## src/rtl/pxs_pkg.sv

```systemverilog
package pxs_pkg;
    localparam int BYTE_W      = 8;
    localparam int DOT_W       = $clog2(BYTE_W);
    localparam int PEN_W       = 4;
    localparam int NUM_PENS    = 1 << PEN_W;
    localparam int NUM_ENTRIES = NUM_PENS + 1;
    localparam int IDX_W       = $clog2(NUM_ENTRIES);
    localparam int BORDER_IDX  = NUM_PENS;

    typedef enum logic [1:0] {
        PXM_P16  = 2'd0,
        PXM_P4   = 2'd1,
        PXM_P2   = 2'd2,
        PXM_P16M = 2'd3
    } pxs_mode_e;
endpackage

```

## src/rtl/pxs_pen_decode.sv

```systemverilog
module pxs_pen_decode
    import pxs_pkg::*;
(
    input  logic [BYTE_W-1:0] byte_i,
    input  logic [DOT_W-1:0]  dot_i,
    input  pxs_mode_e         mode_i,
    output logic [PEN_W-1:0]  pen_o
);
    logic [DOT_W-1:0] pix4;
    logic [DOT_W-1:0] pix16;

    // pixel index within the byte for the 2-dot and 4-dot pixel modes
    assign pix4  = {1'b0, dot_i[DOT_W-1:1]};
    assign pix16 = {2'b00, dot_i[DOT_W-1]};

    always_comb begin
        pen_o = '0;
        unique case (mode_i)
            PXM_P2: pen_o = {3'b000, byte_i[3'd7 - dot_i]};
            PXM_P4: pen_o = {2'b00, byte_i[3'd3 - pix4], byte_i[3'd7 - pix4]};
            PXM_P16, PXM_P16M: begin
                pen_o = {byte_i[3'd1 - pix16], byte_i[3'd5 - pix16],
                         byte_i[3'd3 - pix16], byte_i[3'd7 - pix16]};
                if (mode_i == PXM_P16M) pen_o[3:2] = 2'b00;
            end
            default: pen_o = '0;
        endcase
    end
endmodule

```

## src/rtl/pxs_palette.sv

```systemverilog
module pxs_palette
    import pxs_pkg::*;
#(
    parameter int COLOR_W = 5
) (
    input  logic               clk,
    input  logic               rst_n,
    input  logic               we_i,
    input  logic [IDX_W-1:0]   idx_i,
    input  logic [COLOR_W-1:0] code_i,
    input  logic [PEN_W-1:0]   rd_pen_i,
    output logic [COLOR_W-1:0] rd_code_o,
    output logic [COLOR_W-1:0] border_code_o
);
    logic [COLOR_W-1:0] ent_q [NUM_ENTRIES];

    for (genvar g = 0; g < NUM_ENTRIES; g++) begin : g_entry
        always_ff @(posedge clk or negedge rst_n) begin
            if (!rst_n)                             ent_q[g] <= '0;
            else if (we_i && idx_i == IDX_W'(g))    ent_q[g] <= code_i;
        end
    end

    assign rd_code_o     = ent_q[{1'b0, rd_pen_i}];
    assign border_code_o = ent_q[BORDER_IDX];
endmodule

```

## src/rtl/pixel_serializer.sv

```systemverilog
module pixel_serializer
    import pxs_pkg::*;
#(
    parameter int COLOR_W = 5
) (
    input  logic               clk,
    input  logic               rst_n,
    input  logic               byte_valid_i,
    input  logic [7:0]         byte_i,
    input  logic [1:0]         mode_i,
    input  logic               disp_en_i,
    input  logic               pal_we_i,
    input  logic [4:0]         pal_idx_i,
    input  logic [COLOR_W-1:0] pal_code_i,
    output logic               slot_o,
    output logic [COLOR_W-1:0] color_o
);
    localparam logic [DOT_W-1:0] LAST_DOT = DOT_W'(BYTE_W - 1);

    typedef struct packed {
        logic [DOT_W-1:0]   cnt;
        logic [BYTE_W-1:0]  byt;
        pxs_mode_e          mode;
        logic [PEN_W-1:0]   pen;
        logic               blank;
        logic [COLOR_W-1:0] color;
    } state_t;

    state_t state_d, state_q;

    logic [PEN_W-1:0]   pen_dec;
    logic [COLOR_W-1:0] pen_code;
    logic [COLOR_W-1:0] border_code;
    logic [1:0]         mode_cur;
    logic               take;

    assign take     = (state_q.cnt == LAST_DOT);
    assign mode_cur = state_q.mode;

    pxs_pen_decode u_dec (
        .byte_i (state_q.byt),
        .dot_i  (state_q.cnt),
        .mode_i (state_q.mode),
        .pen_o  (pen_dec)
    );

    pxs_palette #(.COLOR_W(COLOR_W)) u_pal (
        .clk           (clk),
        .rst_n         (rst_n),
        .we_i          (pal_we_i),
        .idx_i         (pal_idx_i),
        .code_i        (pal_code_i),
        .rd_pen_i      (state_q.pen),
        .rd_code_o     (pen_code),
        .border_code_o (border_code)
    );

    always_comb begin
        state_d     = state_q;
        state_d.cnt = state_q.cnt + 1'b1;
        if (take) begin
            state_d.byt  = byte_valid_i ? byte_i : '0;
            state_d.mode = pxs_mode_e'(mode_i);
        end
        state_d.pen   = pen_dec;
        state_d.blank = !disp_en_i;
        state_d.color = state_q.blank ? border_code : pen_code;
    end

    always_ff @(posedge clk or negedge rst_n) begin
        if (!rst_n) begin
            state_q.cnt   <= LAST_DOT;
            state_q.byt   <= '0;
            state_q.mode  <= PXM_P16;
            state_q.pen   <= '0;
            state_q.blank <= 1'b1;
            state_q.color <= '0;
        end else begin
            state_q <= state_d;
        end
    end

    assign slot_o  = take;
    assign color_o = state_q.color;
endmodule

```

## config.mk

```make
export PLATFORM = sky130hd
export DESIGN_NAME = pixel_serializer
export DESIGN_NICKNAME = d
export VERILOG_FILES = /design/src/rtl/pxs_pkg.sv /design/src/rtl/pxs_pen_decode.sv /design/src/rtl/pxs_palette.sv /design/src/rtl/pixel_serializer.sv
export SDC_FILE = /design/constraint.sdc
export NUM_CORES = 1
export LEC_CHECK = 0
export BUFFER_PORTS_ARGS = -buffer_cell sky130_fd_sc_hd__buf_2
export CAP_MARGIN = 30
export CORE_MARGIN = 2
export CORE_UTILIZATION = 25
export CTS_CLUSTER_DIAMETER = 120
export CTS_CLUSTER_SIZE = 40
export DETAILED_ROUTE_END_ITERATION = 8
export PLACE_DENSITY_LB_ADDON = 0.3
export SETUP_SLACK_MARGIN = 0.5
export SLEW_MARGIN = 20
export SYNTH_ARGS = -nofsm -noshare
export SYNTH_HDL_FRONTEND = slang
export SYNTH_SLANG_ARGS = --single-unit
```

## constraint.sdc

```tcl
create_clock -name clk -period 2 [get_ports clk]
set_clock_uncertainty 0.2 [all_clocks]
set_input_delay 0.1 -clock clk [delete_from_list [all_inputs] [get_ports clk]]
set_output_delay 0.1 -clock clk [all_outputs]
set_load 0.005 [all_outputs]
```

# Word-level counts from Yosys, hierarchy flattened

Cells that the tools add are included.

Register bits: 108
Input port bits: 25
Output and inout port bits: 6
Logic and storage cells: 102

$add $sub $neg: 8
Order comparisons: 8
Equality and inequality tests: 20
Multiplexer cells: 21
Bitwise gates (word level): 1
Reduce and logical (&&, ||, !) cells: 21

Operators by type and width:

| kind                  | number |
|---|---|
| $eq A5 B4 Y1 const B  | 8 |
| $lt A3 B4 Y1 const B  | 7 |
| $bmux W5 S5           | 1 |
| $bmux W1 S3           | 7 |
| $eq A5 B3 Y1 const B  | 4 |
| $logic_and A1 B1 Y1   | 17 |
| $mux W5               | 3 |
| $pmux W4 S3           | 1 |
| $eq A5 B2 Y1 const B  | 2 |
| $mux W8               | 1 |
| $mux W1               | 7 |
| $ge A6 B6 Y1 const B  | 1 |
| $not A4 Y6            | 1 |
| $eq A5 B1 Y1 const B  | 1 |
| $eq A5 B5 Y1 const B  | 1 |
| $logic_not A5 Y1      | 1 |
| $eq A2 B2 Y1 const B  | 2 |
| $add A3 B1 Y3 const B | 1 |
| $eq A3 B3 Y1 const B  | 1 |
| $sub A1 B2 Y3 const A | 1 |
| $sub A2 B1 Y3 const A | 1 |
| $sub A2 B2 Y3 const A | 1 |
| $sub A3 B1 Y3 const A | 1 |
| $sub A3 B2 Y3 const A | 1 |
| other kinds (7)       | 7 |

# Logic depth before layout (Yosys ltp)

Gate-level depths: netlist of the first run.

Depth after elaboration: 5
Mapped depth: 6
Gate-level depth less buffers: 4

# Hierarchy

A second synthesis of the first run with hierarchy kept.

Cell total of the unflattened synthesis: 344
Area, all modules: 5117.4 um^2

By module, submodules not included:

| module           | instances | cells an instance | area each (um^2) |
|---|---|---|---|
| pxs_palette      | 1         | 255               | 3923.8 |
| pixel_serializer | 1         | 67                | 938.4 |
| pxs_pen_decode   | 1         | 22                | 255.2 |

# Least setup slack after synthesis of the first run

Ideal clock, no wire load.

Kind: flip-flop to flip-flop
Start: register state_q[7] (netlist bit)
End: register state_q, in the netlist color_o[2]
Setup time: 0.125 ns
Data arrival time: 1.739 ns
Required time: 1.675 ns
Slack: -0.063 ns
Stages on the path, launching flop included: 5
Clock period less this slack: 2.063 ns
Cell sequence: dfrtp_1 -> buf_6 -> mux4_1 -> mux4_2 -> mux2_2

RTL lines:

| element                  | line                   | text |
|---|---|---|
| start: declaration       | pixel_serializer.sv:29 | `state_t state_d, state_q;` |
| start signal: assignment | pixel_serializer.sv:79 | `state_q <= state_d;` |

==> reports/qor.yml, run 1 <==
crit_fanout: 4
place_area_sq_um: 5535
grt_first_pass_wirelength_um: 18790
slew-limit-headroom: 0.6964
antenna_cells: 0
port_buffers: 30
die_h_um: 145.3
clk_pin_slew_ns: 0.08
highest_layer: "met4"
initial_core_util: 0.2557
cts_tree: "yes"
leakage_uw: 0.002789
via_count: 3054
dieArea_sq_um: 21120
yosysUniqueCellTypes: 30
hold_viol_final: 0
layout_min_cycle_time_ns: 2.088
grt_pass1_vias: 3178
wl_um: 11700
clockRootBuffer: "clkbuf_16"
placed_cells: 630
p_clk_frac: 0.317
start_kind: "flop"
route.met2.wl_um: 5543
tns_ns: -0.08848
yosysTopAreaCell: "dfrtp_1"
first_iter_violations: 133
antenna_left: 0
firstDrtPassIters: 4
critPathRequiredTime_ns: 2.04
p_comb_frac: 0.169
final_nets: 436
synth_cells: 342
fin_area_sq_um: 6269
via_per_inst: 4.518
timing.final.max_slew_violations: 0
critical-path-max-stage-delay_ns: 0.49
min_path_type: "in2async"
clock_latency_ns: 0.36
pin_count: 31
synthMostInstantiatedCell: "dfrtp_1"
syn_area_sq_um: 4994
stdcell_count: 676
pwr-share-seq: 0.514
irDropWorstVdd_v: 0.0003930
ys_top_cells_by_count: "dfrtp_1 (104), mux2_2 (86), mux4_2 (15)"
die_w_um: 145.3
worstSetupPathType: "reg2reg"
drt-met1-wl_um: 5539
drc_errors: 0
htree_levels: 3
wl_per_cell_um: 17.31
async_reset_ff_frac: 1.000
clockBufferDepth: 2
drv_cap: 0
seq_area_frac_synth: 0.5422
synth.area.top_cells: "dfrtp_1 (52%), mux2_2 (19%), mux4_2 (6.8%)"
synth-main-ff-cell: "dfrtp_1"
p_int_uw: 3998
antenna_found_initial: 0
worst_pin_slew_ns: 0.4554
gp_congestion: 0.7700
synth_enable_flop_cells: 0
rsz0062_at_grt: "true"
cts_sinks: 108
grt_remaining_overflow: 0
crit_slowest_cell: "mux4_2"
grt.total_usage: 0.1160
synth_nets: 372
dp_hpwl_um: 7753
syn2layout_area_growth_pct: 25.53
power.switching_uw: 1381
cp_cell_sequence: "buf_12 > mux4_2 > mux4_2 > mux2_2"
grt_max_degree: 42
powerDensity_nw_per_um2: 858.1
synth_warnings: 0
crit_path_end_kind: "flop"
status: "finished with violations"
rows: 51
cts_inserted_buffers: 9
switching_share: 0.2567
crit_top_cell: "mux4_2"
coreArea_sq_um: 19530
synth_area_per_cell_sq_um: 14.60
worst_slack_ns: -0.08848
crit_arrival_ns: 2.13
finalCritPeriodShare: 1.044
fmax_mhz: 478.8
synth_top_area_frac: 0.5212
synth_seq_cells: 108
drive_above_1_share: 0.5109
setup_viol: 1
wl_met3_um: 439
violations: "setup timing"
==> repair_timing <==
action / in CTS / in global routing
endpoints found under the hold margin: 118 / 0
hold buffers: 13 / 0
setup buffers: 6 / 8
cloned: 3 / 0
pin swaps: 3 / 13
setup endpoints to repair: 18 / 18
resized for setup: 34 / 17
==> per-stage QoR <==
step                setup slack, ns  hold WS [ns]  utilization  power, uW
CTS                        -0.08489       0.02541       0.3132       5422
detailed placement         -0.09315       -0.1164       0.2835       3664
global placement           -0.06878       -0.1242       0.2835       3633
global route                -0.1354       0.05691       0.3210       5676
floorplan                  -0.02306       -0.3956            -       3367
finish                     -0.08848       0.02925       0.3210       5379
==> power by group through the flow <==
stage / clock [uW] / sequential, uW / combinational [uW]
floorplan: 0 / 2710 / 660
global placement: 0 / 2800 / 837
detailed placement: 0 / 2800 / 860
CTS: 1770 / 2770 / 887
global route: 1880 / 2810 / 988
finish: 1700 / 2770 / 910
==> state kept, by name (all words and copies together), names as in the netlist <==
name,flops
color_o,5
u_pal.border_code_o,5
mode_cur,2
state_q,16
u_pal.ent_q,80
==> layer usage <==
| layer | up-vias | track usage |
|---|---|---|
| li1 | 1379 | - |
| met1 | 1603 | 0.1562 |
| met2 | 60 | 0.1846 |
| met3 | 12 | 0.03041 |
| met4 | 0 | 0.03480 |
| met5 | - | 0 |
==> cell usage in the layout (no fill, tap or decap), types with 2 or more instances in the layout <==
cell           netlist  final
dfrtp_1            104    103
mux2_2              86     86
buf_2                3     29
buf_4                6     20
mux4_2              15     19
dlygate4sd3_1        0     13
inv_1               12     12
nand2_1             14     12
clkbuf_16            0      9
mux2i_1              7      7
nor2b_1              8      7
o21ai_1              0      7
buf_6                1      7
buf_12               0      7
mux4_1              10      6
nand3_2              0      6
a21oi_1              5      5
nor2_1               5      5
a211o_1              4      4
a22o_1               4      4
dfstp_2              4      4
and3_1               3      3
o21ai_2              0      3
ha_1                 5      3
o21ai_0             12      2
nand4_1              2      2
and3b_1              2      2
nand3_4              0      2
ha_4                 0      2
inv_6                0      2
clkinv_2             0      2
buf_8                0      2
==> worst paths after layout <==
kind / from / endpoint / slack [ns] / cells after the start
worst max-delay path: state_q[7]$_DFF_PN0_ / color_o[2]$_DFF_PN0_ / -0.09 / 4
worst min-delay path: rst_n / state_q[12]$_DFFE_PN0P_ / 0.03 / 2
worst max register to register: state_q[7]$_DFF_PN0_ / color_o[2]$_DFF_PN0_ / -0.09 / 4
worst min register to register: u_pal.ent_q[38]$_DFFE_PN0P_ / u_pal.ent_q[38]$_DFFE_PN0P_ / 0.30 / 1
max in group asynchronous: rst_n / u_pal.ent_q[71]$_DFFE_PN0P_ / 1.00 / 3
min in group clk: pal_code_i[2] / u_pal.border_code_o[2]$_DFFE_PN0P_ / 0.04 / 2
==> layout make-up <==
type,instances,area (sq um)
clock inverter,7,60.06
tap,265,331.6
timing repair buffer,78,674.4
inverter,12,45.04
sequential,108,2709
fill,1979,13260
multi-input combinational,197,2223
clock buffer,9,225.2
==> cell families (layout without fill, tap and decap cells) <==
kind of cell	after synthesis	in the layout	share of synthesized area
buf+inv	37	106	0.03457
compound gates	27	27	0.03433
flops	108	108	0.5422
mux	118	118	0.3282
fa+ha+maj	5	5	0.01253
simple gates	47	47	0.04811
==> critical path: cells and delay by family, from the launching register on <==
| kind | cells | cell delay (ns) |
|---|---|---|
| flops | 1 | 0.41 |
| mux | 3 | 1.25 |
| buf+inv | 1 | 0.12 |
No activity file was read; power rests on OpenSTA's default activity.
==> inputs of run 2 (changes only) <==
ABC_AREA = 1   (was unset)
==> reports/qor.yml, run 2 <==
drv_cap: 0
grt_max_degree: 35
slew-limit-headroom: 0.5604
firstDrtPassIters: 5
cp_cell_sequence: "ha_4 > ha_4 > buf_6 > buf_6"
synth_top_area_frac: 0.5199
status: "finished clean"
initial_core_util: 0.2564
layout_min_cycle_time_ns: 1.666
synth_enable_flop_cells: 0
reg_top3: "u_pal.ent_q x80, state_q x16"
synth_nets: 637
tns_ns: 0
cp_num_buf_inv: 2
rsz0062_at_grt: "true"
ys_top_cells_by_count: "nand2_1 (219), dfrtp_1 (104), o21ai_0 (75)"
via_count: 4178
cts_sinks: 108
grt.total_usage: 0.1301
seq_area_frac_synth: 0.5409
drc_errors: 0
irDropWorstVdd_v: 0.0004491
multi_input_area_sq_um: 2361
drive_above_1_share: 0.2738
synth_warnings: 0
critical-path-max-stage-delay_ns: 0.57
setup_viol: 0
wl_per_cell_um: 14.79
syn_area_sq_um: 5006
grt_remaining_overflow: 0
clock_latency_ns: 0.36
via_per_inst: 4.459
die_w_um: 145.5
clk_pin_slew_ns: 0.08
critPathRequiredTime_ns: 1.70
largest_register_ff_count: 80
finalCritPeriodShare: 0.8331
antenna_left: 0
fmax_mhz: 600.1
timing.final.max_slew_violations: 0
powerDensity_nw_per_um2: 865.3
yosysUniqueCellTypes: 26
most-common-layout-cells: "nand2_1 (193), dfrtp_1 (103), o21ai_0 (72)"
yosysTopAreaCell: "dfrtp_1"
worst_pin_slew_ns: 0.6587
htree_levels: 3
rows: 51
clockRootBuffer: "clkbuf_16"
synth.area.top_cells: "dfrtp_1 (52%), nand2_1 (16%), o21ai_0 (7.5%)"
first_iter_violations: 328
post-route-util: 0.3356
worstSetupPathType: "reg2out"
crit_slowest_cell: "dfstp_2"
dieArea_sq_um: 21170
synth-main-ff-cell: "dfrtp_1"
syn2layout_area_growth_pct: 30.89
pin_count: 31
antenna_cells: 0
crit_path_end_kind: "output pin"
synthMostInstantiatedCell: "nand2_1"
die_h_um: 145.5
fill_cells: 2036
crit_family: "flip-flops"
final_nets: 697
synth_seq_cells: 108
fin_area_sq_um: 6553
gp_congestion: 0.8067
clockBufferDepth: 2
synth_area_per_cell_sq_um: 8.247
wl_um: 13860
grt_first_pass_wirelength_um: 21820
grt_pass1_vias: 4049
top_register: "u_pal.ent_q"
layout_commonest_cell: "nand2_1"
cts_tree: "yes"
place_area_sq_um: 5513
seq_area_sq_um: 2709
dp_hpwl_um: 8662
hold_viol_final: 0
async_reset_ff_frac: 1.000
synth_cells: 607
start_kind: "flop"
coreArea_sq_um: 19530
crit_fanout: 2
leakage_uw: 0.003022
cts_inserted_buffers: 9
antenna_found_initial: 0
min_path_type: "in2reg"
port_buffers: 30
crit_arrival_ns: 1.37
[run 2: changes by cell type after synthesis, sizes merged, moves of 5 or more]
cell   change
inv       +19
mux2      -86
mux2i      -7
mux4      -25
nand2    +221
nand3     +64
nor2       +5
nor2b      -8
o21ai     +91
[run 2: worst register-to-register path, cell delays in order, from the launching register on]
cell       delay, ns
dfrtp_2         0.48
inv_8           0.15
clkbuf_16       0.17
nand2_4         0.04
nand3_2         0.06
nand3_2         0.09
nand2_2         0.08
nand2_1         0.05
nand2_1         0.07
nand2_1         0.05
nand2_1         0.06
[run 2: repair_timing]
| item | 4_1_cts | 5_1_grt |
|---|---|---|
| resized for setup | 16 | 86 |
| endpoints found under the hold margin | 123 | 0 |
| hold buffers | 15 | 0 |
| pin swaps | 1 | 31 |
| setup buffers | 5 | 2 |
| endpoints found under the setup margin | 17 | 20 |
| cloned | 1 | 6 |
[run 2: report_power, final]
part	switching, uW	internal, uW
clock network	891	997
registers	236	2540
logic	561	448
[run 2: final cells by class]
class,instances,area share
clock inverter,7,0.01260
tap,265,0.05060
inverter,32,0.02005
multi-input combinational,439,0.3603
timing repair buffer,77,0.1087
clock buffer,9,0.03437
sequential,108,0.4134
[run 2: worst paths after layout]
check / startpoint / cells past startpoint / endpoint / slack, ns
setup / recovery: state_q[21]$_DFF_PN1_ / 4 / slot_o / 0.33
hold / removal: pal_idx_i[1] / 4 / u_pal.ent_q[37]$_DFFE_PN0P_ / 0.03
setup reg to reg: state_q[6]$_DFF_PN0_ / 10 / color_o[1]$_DFF_PN0_ / 0.44
hold reg to reg: u_pal.border_code_o[1]$_DFFE_PN0P_ / 2 / color_o[1]$_DFF_PN0_ / 0.28
max in group asynchronous: rst_n / 3 / state_q[5]$_DFF_PN1_ / 0.96
min in group asynchronous: rst_n / 2 / u_pal.ent_q[81]$_DFFE_PN0P_ / 0.05
[run 2: cells by family (layout without fill, tap and decap cells)]
family / Yosys count / count (layout) / share of synthesized area
simple gates: 321 / 321 / 0.2787
fa+ha+maj: 5 / 5 / 0.01250
compound gates: 113 / 113 / 0.1165
buf+inv: 60 / 125 / 0.05149
flops: 108 / 108 / 0.5409
[run 2: per-layer routing]
metal / routed length, um / GRT usage / vias up / part of all wire
li1: - / - / 2104 / -
met3: 698 / 0.03323 / 13 / 0.050
met5: 0 / 0 / - / 0
met2: 6324 / 0.2000 / 103 / 0.46
met4: 159 / 0.03284 / 0 / 0.011
met1: 6673 / 0.1832 / 1958 / 0.48
[run 2: stage by stage]
step	total power [uW]	worst slack [ns]	std cells	hold WS [ns]
5_1_grt	5986	0.2853	937	0.03742
2_1_floorplan	3304	0.5029	607	-0.3956
6_report	5670	0.3337	937	0.02976
4_1_cts	5533	0.3221	929	0.02513
3_5_place_dp	3604	0.4092	892	-0.09438
3_3_place_gp	3596	0.4106	892	-0.1018
==> inputs of run 3 (changes only) <==
ABC_AREA = 0   (was 1)
clock period = 1.3 ns   (was 2 ns; I/O delays follow)
==> reports/qor.yml, run 3 (synthesis gave the netlist of run 1 again) <==
wl_per_cell_um: 16.89
die_h_um: 145.3
port_buffers: 30
grt_remaining_overflow: 0
clockRootBuffer: "clkbuf_16"
hold_viol_final: 116
clockBufferDepth: 2
cts_inserted_buffers: 9
violations: "hold timing, setup timing"
post-route-util: 0.3734
start_kind: "flop"
layout_commonest_cell: "dfrtp_1"
crit_slowest_cell: "mux4_2"
dp_hpwl_um: 8062
syn2layout_area_growth_pct: 46.03
first_iter_violations: 118
tns_ns: -7.948
crit_start: "state_q[7]$_DFF_PN0_"
coreArea_sq_um: 19530
drive_above_1_share: 0.6366
grt_max_degree: 35
cp_cell_sequence: "buf_12 > mux4_2 > mux4_2 > mux2_2"
wl_um: 11960
reg_top3: "u_pal.ent_q x80, state_q x16"
dieArea_sq_um: 21120
most-common-layout-cells: "dfrtp_1 (104), mux2_4 (85), buf_4 (41)"
initial_core_util: 0.2557
cts_tree: "yes"
antenna_found_initial: 0
htree_levels: 3
gp_congestion: 0.7399
layout_min_cycle_time_ns: 2.056
largest_register_ff_count: 80
slew-limit-headroom: 0.7357
leakage_uw: 0.003357
crit_arrival_ns: 2.10
postCtsHoldBufs: 11
rows: 51
clock_latency_ns: 0.36
clk_pin_slew_ns: 0.07
crit_path_end_kind: "flop"
final_nets: 468
worst_hold_slack_ns: -0.6312
drc_errors: 0
finalCritPeriodShare: 1.581
die_w_um: 145.3
cp_num_buf_inv: 1
min_path_type: "in2async"
crit_fanout: 5
status: "finished with violations"
firstDrtPassIters: 4
cts_sinks: 108
via_per_inst: 4.431
via_count: 3137
grt.total_usage: 0.1220
rsz0062_at_grt: "true"
critPathRequiredTime_ns: 1.35
critical-path-max-stage-delay_ns: 0.49
worstSetupPathType: "reg2reg"
worst_pin_slew_ns: 0.3964
irDropWorstVdd_v: 0.0005428
drv_cap: 0
worst_slack_ns: -0.7556
antenna_left: 0
setup_viol: 19
top_register: "u_pal.ent_q"
fmax_mhz: 486.5
grt_first_pass_wirelength_um: 20090
crit_family: "multiplexers"
powerDensity_nw_per_um2: 1282
r2r_slack_ns: -0.76
pin_count: 31
r2r-start: "state_q[7]$_DFF_PN0_"
grt_pass1_vias: 3533
antenna_cells: 0
timing.final.max_slew_violations: 0
crit_top_cell: "mux4_2"
## run 3: changes by cell type in the layout (fill, tap and decap cells not counted), sizes merged, moves of 5 or more
cell | before | now
mux4 | 0 | 25
nor2b | 0 | 8
nor2 | 10 | 5
mux2 | 0 | 86
o21ai | 103 | 12
mux2i | 0 | 7
nand2 | 235 | 14
inv | 35 | 15
nand3 | 73 | 9
buf | 58 | 98
## run 3: per-layer routing
metal / share of wire / wire length (um) / vias up / GRT usage
met5: 0 / 0 / - / 0
met4: 0.0084 / 100 / 0 / 0.02353
met3: 0.034 / 406 / 7 / 0.03292
met2: 0.45 / 5411 / 57 / 0.1844
met1: 0.51 / 6042 / 1638 / 0.1773
li1: - / - / 1435 / -
## run 3: timing repair
| item | 4_1_cts | 5_1_grt |
|---|---|---|
| gates resized for setup | 107 | 24 |
| pin swaps | 22 | 14 |
| hold endpoints to repair | 119 | 116 |
| gates cloned | 1 | 0 |
| setup buffers | 9 | 4 |
| setup endpoints to repair | 113 | 113 |
## run 3: cell type report
type / instances / area (sq um)
Multi-Input combinational cell: 197 / 2800
Fill cell: 1852 / 12230
Tap cell: 265 / 331.6
Clock inverter: 5 / 88.84
Clock buffer: 11 / 252.7
Timing Repair Buffer: 110 / 1066
Inverter: 12 / 45.04
Sequential cell: 108 / 2708
## run 3: where the power goes
group | internal (uW) | leakage [uW] | switching [uW]
logic | 1340 | 0.00182 | 624
clock network | 1820 | 0.000169 | 1290
registers | 3940 | 0.00137 | 339
## run 3: worst paths after layout
check	to	depth (start not counted)
setup reg to reg	color_o[2]$_DFF_PN0_	4
hold / removal	u_pal.ent_q[46]$_DFFE_PN0P_	1
min in group clk	state_q[13]$_DFFE_PN0P_	3
setup / recovery	color_o[2]$_DFF_PN0_	4
hold reg to reg	state_q[20]$_DFF_PN1_	1
max in group asynchronous	state_q[22]$_DFF_PN1_	2
## run 3: stage by stage
| stage | setup WS [ns] | std cells | power, uW | area [sq um] |
|---|---|---|---|---|
| final | -0.7556 | 708 | 9350 | 7292 |
| after global routing | -0.7939 | 708 | 9790 | 7292 |
| after CTS | -0.7583 | 704 | 9415 | 7182 |
| after detailed placement | -0.7789 | 667 | 5936 | 6201 |
| after global placement | -0.7869 | 667 | 5887 | 6201 |
| after floorplan | -0.7231 | 342 | 5315 | 5364 |
## run 3: worst reg2reg max path: stages, from the launching register on
cell	delay, ns
dfrtp_1	0.39
buf_12	0.13
mux4_2	0.49
mux4_2	0.47
mux2_2	0.27
